[src/rtl/captrim_pkg.sv]
package captrim_pkg;
  localparam int CAP_COUNT = 4;
  localparam int TRIM_BITS = 7;
  localparam int SEL_W     = $clog2(CAP_COUNT);
  localparam int BIT_IDX_W = $clog2(TRIM_BITS);

  typedef struct packed {
    logic                 startRun;
    logic                 decide;
    logic [BIT_IDX_W-1:0] bitIdx;
    logic [SEL_W-1:0]     capIdx;
    logic                 lastCap;
  } trimCtl_t;
endpackage

[src/rtl/captrim_ctrl.sv]
module captrim_ctrl
  import captrim_pkg::*;
#(
  parameter int SETTLE_W = 8
) (
  input  logic                clk,
  input  logic                rstN,
  input  logic                start,
  input  logic [SETTLE_W-1:0] settleCycles,
  output trimCtl_t            ctl,
  output logic                busy,
  output logic                done
);
  localparam logic [BIT_IDX_W-1:0] TOP_BIT = BIT_IDX_W'(TRIM_BITS - 1);
  localparam logic [SEL_W-1:0]     LAST_CAP = SEL_W'(CAP_COUNT - 1);

  typedef enum logic {S_IDLE, S_SETTLE} state_t;

  state_t               state;
  logic [SEL_W-1:0]     capIdx;
  logic [BIT_IDX_W-1:0] bitIdx;
  logic [SETTLE_W-1:0]  settleCnt;
  logic                 doneQ;

  always_ff @(posedge clk) begin
    if (!rstN) begin
      state     <= S_IDLE;
      capIdx    <= '0;
      bitIdx    <= TOP_BIT;
      settleCnt <= '0;
      doneQ     <= 1'b0;
    end else begin
      case (state)
        S_IDLE: begin
          if (start) begin
            state     <= S_SETTLE;
            capIdx    <= '0;
            bitIdx    <= TOP_BIT;
            settleCnt <= settleCycles;
            doneQ     <= 1'b0;
          end
        end
        default: begin
          if (settleCnt != '0) begin
            settleCnt <= settleCnt - 1'b1;
          end else if (bitIdx != '0) begin
            bitIdx    <= bitIdx - 1'b1;
            settleCnt <= settleCycles;
          end else if (capIdx != LAST_CAP) begin
            capIdx    <= capIdx + 1'b1;
            bitIdx    <= TOP_BIT;
            settleCnt <= settleCycles;
          end else begin
            state  <= S_IDLE;
            capIdx <= '0;
            bitIdx <= TOP_BIT;
            doneQ  <= 1'b1;
          end
        end
      endcase
    end
  end

  always_comb begin
    ctl.startRun = (state == S_IDLE) && start;
    ctl.decide   = (state == S_SETTLE) && (settleCnt == '0);
    ctl.bitIdx   = bitIdx;
    ctl.capIdx   = capIdx;
    ctl.lastCap  = (capIdx == LAST_CAP);
  end

  assign busy = (state == S_SETTLE);
  assign done = doneQ;

  // the capacitor index only ever advances by one during a run
  p_sel_step_r2: assert property (@(posedge clk) disable iff (!rstN)
    (busy && $past(busy) && (capIdx != $past(capIdx))) |-> (capIdx == $past(capIdx) + 1'b1));

  // done is never raised while a run is active
  p_done_idle_r7: assert property (@(posedge clk) disable iff (!rstN)
    done |-> !busy);

  // a start pulse during a run does not move the search position
  p_start_ignored_r8: assert property (@(posedge clk) disable iff (!rstN)
    (busy && start && !ctl.decide) |=> ($stable(capIdx) && $stable(bitIdx) && busy));
endmodule

[src/rtl/captrim_datapath.sv]
module captrim_datapath
  import captrim_pkg::*;
(
  input  logic                           clk,
  input  logic                           rstN,
  input  trimCtl_t                       ctl,
  input  logic                           cmpHeavy,
  output logic [TRIM_BITS-1:0]           trimCode,
  output logic [CAP_COUNT-1:0]           oorFlags,
  output logic [CAP_COUNT*TRIM_BITS-1:0] trimCodes
);
  localparam logic [TRIM_BITS-1:0] FIRST_TRIAL = TRIM_BITS'(1) << (TRIM_BITS - 1);
  localparam logic [TRIM_BITS-1:0] ALL_ONES    = '1;

  logic [TRIM_BITS-1:0] trial;
  logic [TRIM_BITS-1:0] codeMem [CAP_COUNT];
  logic [TRIM_BITS-1:0] bitMask;
  logic [TRIM_BITS-1:0] lowMask;
  logic [TRIM_BITS-1:0] keptCode;

  always_comb begin
    bitMask  = TRIM_BITS'(1) << ctl.bitIdx;
    lowMask  = bitMask - 1'b1;
    keptCode = cmpHeavy ? (trial & ~bitMask) : trial;
  end

  always_ff @(posedge clk) begin
    if (!rstN) begin
      trial    <= '0;
      oorFlags <= '0;
      for (int i = 0; i < CAP_COUNT; i++) codeMem[i] <= '0;
    end else if (ctl.startRun) begin
      trial    <= FIRST_TRIAL;
      oorFlags <= '0;
    end else if (ctl.decide) begin
      if (ctl.bitIdx != '0) begin
        trial <= keptCode | (bitMask >> 1);
      end else begin
        codeMem[ctl.capIdx]  <= keptCode;
        oorFlags[ctl.capIdx] <= (keptCode == '0) || (keptCode == ALL_ONES);
        trial                <= ctl.lastCap ? '0 : FIRST_TRIAL;
      end
    end
  end

  generate
    for (genvar g = 0; g < CAP_COUNT; g++) begin : g_pack
      assign trimCodes[g*TRIM_BITS +: TRIM_BITS] = codeMem[g];
    end
  endgenerate

  assign trimCode = trial;

  // at each decision the tested bit is set and every lower bit is clear
  p_trial_shape_r3: assert property (@(posedge clk) disable iff (!rstN)
    ctl.decide |-> (((trial & bitMask) != '0) && ((trial & lowMask) == '0)));

  // an accepted start clears every out-of-range flag
  p_oor_clear_r6: assert property (@(posedge clk) disable iff (!rstN)
    ctl.startRun |=> (oorFlags == '0));
endmodule

[src/rtl/captrim_top.sv]
module captrim_top
  import captrim_pkg::*;
#(
  parameter int SETTLE_W = 8
) (
  input  logic                           clk,
  input  logic                           rstN,
  input  logic                           start,
  input  logic [SETTLE_W-1:0]            settleCycles,
  input  logic                           cmpHeavy,
  output logic [TRIM_BITS-1:0]           trimCode,
  output logic [SEL_W-1:0]               trimSel,
  output logic                           busy,
  output logic                           done,
  output logic [CAP_COUNT-1:0]           oorFlags,
  output logic [CAP_COUNT*TRIM_BITS-1:0] trimCodes
);
  trimCtl_t ctlBus;

  captrim_ctrl #(.SETTLE_W(SETTLE_W)) u_ctrl (
    .clk          (clk),
    .rstN         (rstN),
    .start        (start),
    .settleCycles (settleCycles),
    .ctl          (ctlBus),
    .busy         (busy),
    .done         (done)
  );

  captrim_datapath u_data (
    .clk       (clk),
    .rstN      (rstN),
    .ctl       (ctlBus),
    .cmpHeavy  (cmpHeavy),
    .trimCode  (trimCode),
    .oorFlags  (oorFlags),
    .trimCodes (trimCodes)
  );

  assign trimSel = ctlBus.capIdx;

  // the trial code does not move between decisions
  p_hold_r4: assert property (@(posedge clk) disable iff (!rstN)
    (busy && !ctlBus.decide) |=> $stable(trimCode));

  // nothing is driven to the array while idle
  p_idle_quiet_r2: assert property (@(posedge clk) disable iff (!rstN)
    !busy |-> (trimSel == '0 && trimCode == '0));
endmodule

[config.mk]
export PLATFORM = sky130hd
export DESIGN_NAME = captrim_top
export DESIGN_NICKNAME = d
export VERILOG_FILES = /design/src/rtl/captrim_pkg.sv /design/src/rtl/captrim_ctrl.sv /design/src/rtl/captrim_datapath.sv /design/src/rtl/captrim_top.sv
export SDC_FILE = /design/constraint.sdc
export NUM_CORES = 1
export LEC_CHECK = 0
export ABC_AREA = 1
export BUFFER_PORTS_ARGS = -buffer_cell sky130_fd_sc_hd__buf_4
export CAP_MARGIN = 20
export CORE_UTILIZATION = 45
export DETAILED_ROUTE_END_ITERATION = 12
export GPL_TIMING_DRIVEN = 0
export PLACE_DENSITY = 0.75
export SLEW_MARGIN = 20
export SYNTH_ARGS = -nofsm -noshare
export SYNTH_HDL_FRONTEND = slang
export SYNTH_SLANG_ARGS = --single-unit
[constraint.sdc]
create_clock -name clk -period 1.9 [get_ports clk]
set_clock_uncertainty 0.05 [all_clocks]
set_input_delay 0.38 -clock clk [delete_from_list [all_inputs] [get_ports clk]]
set_output_delay 0.38 -clock clk [all_outputs]
set_load 0.005 [all_outputs]
==> summary.md, run 1 <==
| Metric | Value |
|---|---|
| Global placement routability congestion | `0.849` |
| Via count | `~2400` |
| Remaining Overflow, GRT | `0` |
| Worst EP arrival | `approximately 1.8 ns` |
| Mux cell area share after synthesis | `0%` |
| Ys Warns | `0` |
| Gr busiest metal | `met2` |
| Finished Layout Cells | `487` |
| Asr flop ratio synth | `0%` |
| Hold Path Stages | `3` |
| Vias in the first global route | `approximately 2200` |
| Mapped Area | `about 2800 um2` |
| Synth unique cells | `29` |
| Crit path kind | `register to register` |
| GRT Util Overall | `20.2%` |
| TritonCTS clock tree | `done` |
| Worst-path clk slew | `around 0.1 ns` |
| FMAX | `561 MHz` |
| Placed Area | `between 3000 and 4000 um2` |
| Synthesized area per cell | `a little over 8 um2` |
| Global-route wire length before repair | `about 9900 um` |
| Clock buffer depth | `2` |
| Met1 GRT Util | `around a quarter` |
| VDD IR max | `roughly 0.34 mV` |
| Synth area leaders | `edfxtp_1 30%, dfxtp_1 19%, nand2_1 11%, nor2_1 8.3%, nand3_1 5.2%` |
| Leading cell type in the layout, fill and taps excluded | `nand2_1` |
| Die X | `a little over 80 um` |
| H-tree depth | `2` |
| Slowest stage cell, crit path | `dfxtp_2` |
| Final Hold Fails | `0` |
| GR Layer Usage met2 | `36.7%` |
| 1st-pass router iterations | `4` |
| Largest net degree at the start of global routing | `18` |
| Fin crit period | `about 1.8 ns` |
| CP Launch Type | `register` |
| Clk sinks | `between 50 and 60` |
| Register Area | `1360 um2` |
| Leak Pwr | `~1.6 nW` |
| Post-detailed-route DRC marker count | `0` |
| Share of layout cells above drive strength 1 | `26.9%` |
| Die height | `approximately 81 um` |
| Dpl cells | `472` |
| Post-Route WL | `about 6100 um` |
| Kind of end point of the critical path | `register` |
| Commonest register cell after synthesis | `edfxtp_1` |
| RSZ-0062 raised after global routing | `yes` |
| Ant. Diodes | `0` |
| Layout fillers | `541` |
| Commonest non-fill, non-tap cells in the layout | `80 x nand2_1, 63 x buf_4, 60 x nor2_1, 31 x inv_1, 29 x nand3_1` |
| Area of the multi-input gates | `around 1300 um2` |
| CP most frequent cell | `inv_2` |
| Crit path max fanout | `7` |
| DP Worst Slack | `-0.201 ns` |
| Period utilisation layout | `roughly 94%` |
| Post-synth top area share | `between 30% and 40%` |
| Initial antenna violation count | `0` |
| Final net count | `434` |
| EDFF count, synth | `28` |
| CTS buffer count | `5` |
| Largest area contributor in the netlist | `edfxtp_1` |
| Final HPWL DP | `around 4500 um` |
| Slew headroom | `a little under half` |
| Slew at the pin with the worst max-slew slack | `approximately 0.82 ns` |
| Initial DRC count | `around 140` |
| M3 GR Usage | `around 3.4%` |
| Final WS setup | `0.116 ns` |
| Fin area | `3500 um2` |
| DIE AREA | `between 6000 and 7000 um2` |
| Clk Latency, worst-skew pair | `just over 0.3 ns` |
| Largest family of logic cells by synthesized area | `simple AND/OR/NAND/NOR gates` |
| Register area share after synthesis | `between 40% and 50%` |
| Mapped Nets | `366` |
| FF+latch count, synth | `54` |
| Initial Utilization | `approximately 47%` |
| WL/cell | `roughly 12 um` |
| Slowest stage delay, CP | `roughly 0.36 ns` |
| Synth Area in Compound Gates | `under 10%` |
| Simple-Gate Fraction of Synth Area | `roughly 33%` |
| Final setup violation count | `0` |
| Cell Pwr Density | `about 700 nW/um2` |
| Port Buffers | `54` |
| CTS root buf | `clkbuf_8` |
| Hold Crit Class | `input port to register` |
| IO Count | `between 50 and 60` |
| Worst EP required | `1.88 ns` |
| Status | `complete, no violations` |
| Detail Route Antenna Nets | `0` |
| XOR/XNOR share of the synthesized area | `0.631%` |
| Core ar. | `about 5900 um2` |
| Via density | `4.94` |
| Cells after synthesis | `343` |
| CP cell instances | `inv_2 > ha_4 > inv_2 > nor2_8 > nand3_4 > buf_12 > o31ai_4 > buf_4` |
| R2R cell count | `8` |
| Fin. max-slew vios | `0` |
| Num rows | `28` |
| Max-Cap Viols | `0` |
| Synthesis-to-layout area growth | `26.2%` |
| Adder-cell area share of the yosys netlist | `under 10%` |
[layout make-up]
type                    instances  area share (%)
repair buffers                 61            13.4
flip-flops and latches         54            38.9
multi-input cells             239            36.4
clock buffers                   5            1.96
well taps                      75            2.68
inverters                      42            4.50
plain buffers                   8            1.50
clock inverters                 3           0.607
[critical path: cells and delay by family (launching register included)]
| family | cells | cell delay, ns |
|---|---|---|
| and+or+nand+nor | 2 | 0.24 |
| DFF | 1 | 0.36 |
| adders and majority gates | 1 | 0.15 |
| AOI/OAI and AO/OA | 1 | 0.20 |
| buffers and inverters | 4 | 0.50 |
[routing by layer]
layer  vias up  routed length, um  part of all wire [%]
met5         -                  0                     0
met4         0                 90                   1.5
met3        12                338                   5.6
met2        83               3160                    52
met1      1071               2470                    41
li1       1239                  -                     -
[per-stage QoR]
| step | power, W | utilization [%] | hold slack (ns) | TNS [ns] |
|---|---|---|---|---|
| finish | 0.00245 | 59.2 | 0.287 | 0 |
| global route | 0.00258 | 59.2 | 0.290 | -0.0141 |
| CTS | 0.00244 | 58.5 | 0.285 | 0 |
| detailed placement | 0.00179 | 55.4 | 0.409 | -4.62 |
| global placement | 0.00179 | 55.4 | 0.400 | -4.08 |
| floorplan | 0.00165 | - | 0.397 | 0 |
[cell families (layout without fill, tap and decap cells)]
family	Yosys count	count (layout)
xor gates and xnor gates	2	2
AOI/OAI and AO/OA	26	26
DFF	54	54
and+or+nand+nor	200	200
adders and majority gates	11	11
buffers and inverters	50	119
[registers in the layout, indices dropped and copies added, names as in the netlist]
register and flops:
u_data.codeMem 28, u_ctrl.busy 1, u_ctrl.capIdx 2, u_ctrl.settleCnt 8
u_data.trimCode 7, u_ctrl.done 1, u_data.oorFlags 4, u_ctrl.bitIdx 3
[cell usage after synthesis (2+ instances only)]
library cell and count:
inv_1 35, nand2_2 5, o21ai_0 7, buf_2 3, nand2_1 83, nand3_2 2
dfxtp_1 26, buf_4 3, ha_1 11, nand4_1 7, nor3_1 4, nand3_1 29
a21oi_1 16, nor2_8 2, inv_2 7, edfxtp_1 28, nor3_2 3, nor2_1 61
[timing repair]
item,in CTS,in global routing
pin swaps,4,3
endpoints found under the setup margin,28,53
hold buffers,0,0
buffers inserted,5,2
resized for setup,10,9
[path summary, 6_finish.rpt]
kind                                      start                               end  slack [ns]
hold / removal                             rstN  u_ctrl.settleCnt[6]$_SDFFE_PN0P_        0.29
hold reg to reg        u_ctrl.done$_SDFFE_PN0P_          u_ctrl.done$_SDFFE_PN0P_        0.42
setup / recovery  u_ctrl.bitIdx[0]$_SDFFE_PN0P_    u_data.codeMem[3][1]$_DFFE_PP_        0.12
setup reg to reg  u_ctrl.bitIdx[0]$_SDFFE_PN0P_    u_data.codeMem[3][1]$_DFFE_PP_        0.12
[report_power, final]
group          switching (W)  total, W  internal, W  leakage, nW
registers          0.0000417   0.00132      0.00128        0.502
logic               0.000295  0.000482     0.000188         1.04
clock network       0.000393  0.000653     0.000260       0.0441
(Power assumes the default switching activity.)
==> inputs of run 2 (changes only) <==
==> constraint.sdc (replaced) <==
create_clock -name clk -period 1.9 [get_ports clk]
set_clock_uncertainty 0.05 [all_clocks]
set_input_delay 0.38 -clock clk [delete_from_list [all_inputs] [get_ports clk]]
set_output_delay 0.38 -clock clk [all_outputs]
set_load 0.1 [all_outputs]
==> run 2 against run 1 <==
  * Global-route usage decreased by 0.18 points
  * Wire length up 0.84%
  * Critical path depth up 1
  * Flip-flop and latch count unchanged
  * Highest routed layer unchanged
==> summary.md, run 2 (synthesis results as in run 1) <==
| Metric | Value |
|---|---|
| R2r setup slk | `around 0.090 ns` |
| CTS buffer count | `5` |
| Ant. Diodes | `0` |
| Period utilisation layout | `95.3%` |
| Hold Crit Class | `input port to register` |
| Clk sinks | `between 50 and 60` |
| R2R Path End | `u_data.codeMem[1][3]$_SDFFCE_PN0P_` |
| Global placement routability congestion | `between 0.8 and 0.9` |
| CP cell instances | `inv_2 > ha_1 > nand2_2 > nor2_8 > nand3_4 > nor2_4 > buf_4 > nand3_4 > nand2_4` |
| Crit path max fanout | `8` |
| Combinational Power Share | `24.9%` |
| Clock buffer depth | `2` |
| Vias in the first global route | `around 2200` |
| Final setup violation count | `0` |
| Hold Path Stages | `3` |
| Die height | `80.5 um` |
| Final HPWL DP | `4580 um` |
| Kind of end point of the critical path | `register` |
| Clock power share | `28.4%` |
| Fin. max-slew vios | `0` |
| Pwr Total | `around 0.0028 W` |
| IO Count | `55` |
| Leak Pwr | `1.59 nW` |
| WL/cell | `approximately 13 um` |
| Via count | `between 2000 and 2500` |
| 1st-pass router iterations | `5` |
| Slew headroom | `roughly 44%` |
| Final WS setup | `between 0.08 and 0.09 ns` |
| Min-delay src | `rstN` |
| Cell Pwr Density | `804 nW/um2` |
| TritonCTS clock tree | `done` |
| Core Util, Final | `59.3%` |
| Status | `complete, no violations` |
| Reg power frac | `46.7%` |
| Commonest non-fill, non-tap cells in the layout | `80 x nand2_1, 63 x buf_4, 60 x nor2_1, 31 x inv_1, 29 x nand3_1` |
| Worst Hold End | `u_ctrl.settleCnt[3]$_SDFFE_PN0P_` |
| Placed Area | `~3300 um2` |
| H-tree depth | `2` |
| Largest net degree at the start of global routing | `19` |
| Max FFs per register | `28` |
| CTS root buf | `clkbuf_8` |
| Initial antenna violation count | `0` |
| CP Launch Type | `register` |
| Final net count | `~430` |
| Num rows | `28` |
| Worst-path clk slew | `0.10 ns` |
| FMAX | `552 MHz` |
| Worst EP arrival | `approximately 1.8 ns` |
| Fin area | `3510 um2` |
| Initial Utilization | `around 47%` |
| GRT Util Overall | `about a fifth` |
| P_sw | `~0.00096 W` |
| VDD IR max | `0.388 mV` |
| Sw frac | `between 30% and 40%` |
| Via density | `a little over 5` |
| DIE AREA | `between 6000 and 7000 um2` |
| Crit path kind | `register to register` |
| Register with the most flip-flops | `u_data.codeMem` |
| Initial DRC count | `144` |
| Core ar. | `5920 um2` |
| Global-route wire length before repair | `about 10000 um` |
| Synthesis-to-layout area growth | `26.6%` |
| R2R cell count | `9` |
| Internal | `~0.0019 W` |
| Fin crit period | `1.81 ns` |
| CP most frequent cell | `nand3_4` |
| Slowest stage delay, CP | `between 0.3 and 0.4 ns` |
| Die X | `just over 80 um` |
| Slew at the pin with the worst max-slew slack | `between 0.8 and 0.9 ns` |
| Clk Latency, worst-skew pair | `between 0.3 and 0.4 ns` |
| Port Buffers | `54` |
| RR Startpoint | `u_ctrl.settleCnt[0]$_SDFFE_PN0P_` |
| Post-CTS Hold Buffers | `0` |
| Worst EP required | `between 1.5 and 2 ns` |
| Post-detailed-route DRC marker count | `0` |
| DP Worst Slack | `-0.220 ns` |
| Detail Route Antenna Nets | `0` |
| Slowest stage cell, crit path | `dfxtp_1` |
| WHS | `~0.28 ns` |
| Final Hold Fails | `0` |
| Max-Cap Viols | `0` |
| Leading cell type in the layout, fill and taps excluded | `nand2_1` |
| Remaining Overflow, GRT | `0` |
| Share of layout cells above drive strength 1 | `between 20% and 30%` |
| Post-Route WL | `approximately 6100 um` |
run 2: routing by layer:
metal  track usage [%]  vias to the layer above  wire [um]
met5                 0                        -          0
met4              6.79                        0         53
met3              3.75                        7        385
met2              36.3                       87       3160
met1              23.3                     1124       2510
li1                  -                     1235          -
run 2: area by class of cell:
type	count	area, um2
buffer	8	52.6
clock buffer	5	68.8
clock inverter	3	47.5
fill	550	2410
inverter	42	158
multi-input combinational	239	1270
sequential	54	1370
tap	75	93.8
timing repair buffer	60	450
run 2: per-stage QoR:
stage          setup TNS [ns]  std cells
6_report                    0        486
5_1_grt              -0.00955        486
4_1_cts                     0        486
3_5_place_dp            -5.16        472
3_3_place_gp            -3.96        472
2_1_floorplan               0        343
run 2: repair_timing:
action,in CTS,in global routing
setup buffers,6,0
pin swaps,4,1
gates resized for setup,8,11
setup endpoints to repair,28,37
run 2: worst max-delay path by stage:
stage                                                 from                            endpoint  slack, ns  cells past startpoint
after global placement    u_ctrl.settleCnt[0]$_SDFFE_PN0P_  u_data.codeMem[1][1]$_SDFFCE_PN0P_      -0.17                      8
after detailed placement  u_ctrl.settleCnt[0]$_SDFFE_PN0P_  u_data.codeMem[1][0]$_SDFFCE_PN0P_      -0.22                      8
final                     u_ctrl.settleCnt[0]$_SDFFE_PN0P_  u_data.codeMem[1][3]$_SDFFCE_PN0P_       0.09                      9
after floorplan            u_data.trimCode[4]$_SDFFE_PP0N_     u_data.oorFlags[3]$_SDFFE_PP0P_       0.05                      7
after global routing         u_ctrl.bitIdx[0]$_SDFFE_PN0P_    u_ctrl.settleCnt[2]$_SDFFE_PN0P_     -0.009                     12
after CTS                 u_ctrl.settleCnt[0]$_SDFFE_PN0P_  u_data.codeMem[0][3]$_SDFFCE_PN0P_       0.02                      8
run 2: power by group through the flow:
stage | clock network, W | logic [W] | registers (W)
2_1_floorplan | 0 | 0.000352 | 0.00152
3_3_place_gp | 0 | 0.000665 | 0.00134
3_5_place_dp | 0 | 0.000675 | 0.00134
4_1_cts | 0.000808 | 0.000695 | 0.00132
5_1_grt | 0.000857 | 0.000767 | 0.00132
6_report | 0.000802 | 0.000703 | 0.00132
run 2: worst max-delay path: cells and delay by family (launching register included):
family | cells | cell delay, ns
adder cells (fa/ha/maj) | 1 | 0.17
buffers and inverters | 2 | 0.22
AND/OR/NAND/NOR | 6 | 0.72
flip-flops | 1 | 0.35
==> inputs of run 3 (changes only) <==
--- a/config.mk
+++ b/config.mk
@@ -5,9 +5,8 @@
 export SDC_FILE = /design/constraint.sdc
 export NUM_CORES = 1
 export LEC_CHECK = 0
-export ABC_AREA = 1
+export ABC_AREA = 0
 export BUFFER_PORTS_ARGS = -buffer_cell sky130_fd_sc_hd__buf_4
-export CAP_MARGIN = 20
 export CORE_UTILIZATION = 45
 export DETAILED_ROUTE_END_ITERATION = 12
 export GPL_TIMING_DRIVEN = 0
==> run 3 against run 2 <==
  * Cell count is 9.9% lower
  * Setup slack worse by 0.067 ns
  * Critical endpoint is now u_data.codeMem[3][5]$_DFFE_PP_
  * Clock-buffer cell count stayed put
  * Register-to-register slack worse by 0.07 ns
  * Critical path type unchanged
  * Highest routed layer unchanged
==> summary.md, run 3 <==
| Metric | Value |
|---|---|
| Mapped Nets | `slightly above 300` |
| FF+latch count, synth | `between 50 and 60` |
| Leading cell type in the layout, fill and taps excluded | `buf_4` |
| Met1 GRT Util | `a little over a quarter` |
| Register Area | `1390 um2` |
| Vias in the first global route | `roughly 2200` |
| Global placement routability congestion | `0.872` |
| Largest area contributor in the netlist | `edfxtp_1` |
| Slew headroom | `47.7%` |
| Commonest register cell after synthesis | `edfxtp_1` |
| Synth area leaders | `edfxtp_1 30%, dfxtp_1 19%, nor2_1 5.7%, ha_1 5.0%, nand2_1 3.4%` |
| Remaining Overflow, GRT | `0` |
| 1st-pass router iterations | `4` |
| CP Launch Type | `register` |
| Cells after synthesis | `between 200 and 300` |
| Synthesis-to-layout area growth | `34.1%` |
| Final HPWL DP | `~4600 um` |
| CTS root buf | `clkbuf_8` |
| Via density | `5.49` |
| Final Hold Fails | `0` |
| Final setup violation count | `0` |
| GR Layer Usage met2 | `a little over a third` |
| VDD IR max | `around 0.43 mV` |
| Final WS setup | `0.0227 ns` |
| Synth unique cells | `60` |
| Post-synth top area share | `30.4%` |
| Ys Warns | `0` |
| Mapped Area | `2770 um2` |
| TritonCTS clock tree | `done` |
| Post-Route WL | `about 6700 um` |
| Asr flop ratio synth | `0%` |
| CTS buffer count | `5` |
| GRT Util Overall | `between 20% and 30%` |
| Clk sinks | `54` |
| Crit path kind | `register to register` |
| Register area share after synthesis | `just under 50%` |
| Crit path max fanout | `6` |
| Largest net degree at the start of global routing | `20` |
| Post-detailed-route DRC marker count | `0` |
| Period utilisation layout | `a little over nine tenths` |
| Core ar. | `between 5000 and 6000 um2` |
| RSZ-0062 raised after global routing | `yes` |
| Global-route wire length before repair | `10400 um` |
| Internal | `between 0.0015 and 0.002 W` |
| EDFF count, synth | `28` |
| Detail Route Antenna Nets | `0` |
| Gr busiest metal | `met2` |
| Clock power share | `around a quarter` |
| Total negative slack | `0 ns` |
| Sw frac | `approximately a third` |
| Status | `complete, no violations` |
| Die height | `80.4 um` |
| Share of layout cells above drive strength 1 | `around two fifths` |
| Slew at the pin with the worst max-slew slack | `0.776 ns` |
| M3 GR Usage | `between 2 and 3%` |
| Synthesized area per cell | `9.84 um2` |
| Worst EP required | `about 1.9 ns` |
| Initial Utilization | `~47%` |
| Initial antenna violation count | `0` |
| Final net count | `slightly below 400` |
| Clock buffer depth | `2` |
| Commonest non-fill, non-tap cells in the layout | `77 x buf_4, 39 x nor2_1, 28 x edfxtp_1, 20 x nand2_1, 16 x a21oi_1` |
| Worst-path clk slew | `0.11 ns` |
| Max-Cap Viols | `0` |
| DIE AREA | `~6500 um2` |
| Clk Latency, worst-skew pair | `just over 0.3 ns` |
| Num rows | `28` |
| DP Worst Slack | `-0.395 ns` |
| Via count | `2406` |
| Most frequent cell after synthesis | `nor2_1` |
| WL/cell | `15.3 um` |
| P_sw | `roughly 0.00095 W` |
| Max FFs per register | `28` |
| H-tree depth | `2` |
| Cell Pwr Density | `749 nW/um2` |
| Combinational Power Share | `27.4%` |
| Initial DRC count | `~120` |
| IO Count | `55` |
| Post-CTS Hold Buffers | `0` |
| Worst EP arrival | `between 1.5 and 2 ns` |
| Fin. max-slew vios | `0` |
| Port Buffers | `53` |
| Ant. Diodes | `0` |
| Die X | `80.4 um` |
| Leak Pwr | `around 1.5 nW` |
| Kind of end point of the critical path | `register` |
| Layout fillers | `478` |
| Hold Crit Class | `input port to register` |
| Reg power frac | `between 40% and 50%` |
| FMAX | `533 MHz` |
| Register with the most flip-flops | `u_data.codeMem` |
| Area of the multi-input gates | `1410 um2` |
| Top cells by count, synth | `42 x nor2_1, 28 x edfxtp_1, 26 x dfxtp_1` |
| Fin crit period | `1.88 ns` |
[run 3: changes by cell type after synthesis, sizes merged, moves of 6 or more]
| cell | change |
|---|---|
| and3 | +7 |
| nor2 | -21 |
| o21ai | +12 |
| inv | -34 |
| nand3 | -24 |
| nand2 | -62 |
| buf | +6 |
[run 3: worst max-delay path, cell delays in order (launching register included)]
cell     delay (ns)
dfxtp_4        0.38
inv_4          0.06
ha_4           0.13
nor3b_4        0.22
and3_1         0.20
buf_6          0.14
nand2_8        0.07
o31ai_4        0.20
buf_6          0.17
[run 3: logic make-up after synthesis]
family | synth area share (%)
muxes | 0.362
AOI/OAI and AO/OA | 17.0
and+or+nand+nor | 23.1
buffers and inverters | 5.07
xor gates and xnor gates | 0.317
adders and majority gates | 4.98
DFF | 49.2
[run 3: cell type report]
type,count,share of cell area [%]
multi-input combinational,203,38.1
clock inverter,3,0.776
sequential,54,37.4
inverter,8,0.877
tap,75,2.53
buffer,14,3.04
clock buffer,5,1.86
timing repair buffer,76,15.4
[run 3: path summary, 6_finish.rpt]
path                                                       start                             end  slack (ns)  cells after the start
worst max-delay path            u_ctrl.settleCnt[0]$_SDFFE_PN0P_  u_data.codeMem[3][5]$_DFFE_PP_        0.02                      8
worst min-delay path                                        rstN          u_ctrl.busy$_SDFF_PN0_        0.28                      2
worst max register to register  u_ctrl.settleCnt[0]$_SDFFE_PN0P_  u_data.codeMem[3][5]$_DFFE_PP_        0.02                      8
worst min register to register          u_ctrl.done$_SDFFE_PN0P_        u_ctrl.done$_SDFFE_PN0P_        0.46                      2
[run 3: routing by layer]
metal | part of all wire [%] | routed length [um]
met5 | 0 | 0
met4 | 1.1 | 76
met3 | 5.3 | 356
met2 | 51 | 3430
met1 | 42 | 2830
[run 3: stage by stage]
stage	std cells	total power (W)	hold slack [ns]	cell area [um2]	util [%]
after floorplan	281	0.00186	0.415	2840	-
after global placement	409	0.00199	0.433	3330	56.3
after detailed placement	409	0.00200	0.414	3330	56.3
after CTS	428	0.00273	0.288	3580	60.5
after global routing	438	0.00287	0.281	3710	62.6
final	438	0.00278	0.282	3710	62.6
[run 3: power by group through the flow]
| stage | combinational (W) | sequential (W) | clock (W) |
|---|---|---|---|
| floorplan | 0.000316 | 0.00154 | 0 |
| CTS | 0.000717 | 0.00132 | 0.000691 |
| global route | 0.000807 | 0.00133 | 0.000739 |
| global placement | 0.000649 | 0.00134 | 0 |
| finish | 0.000763 | 0.00132 | 0.000696 |
| detailed placement | 0.000655 | 0.00134 | 0 |
[run 3: repair_timing]
action	in CTS	in global routing
endpoints found under the setup margin	67	48
gates resized for setup	17	17
buffers inserted	13	9
pin swaps	5	5
cloned	0	1
hold endpoints to repair	0	0
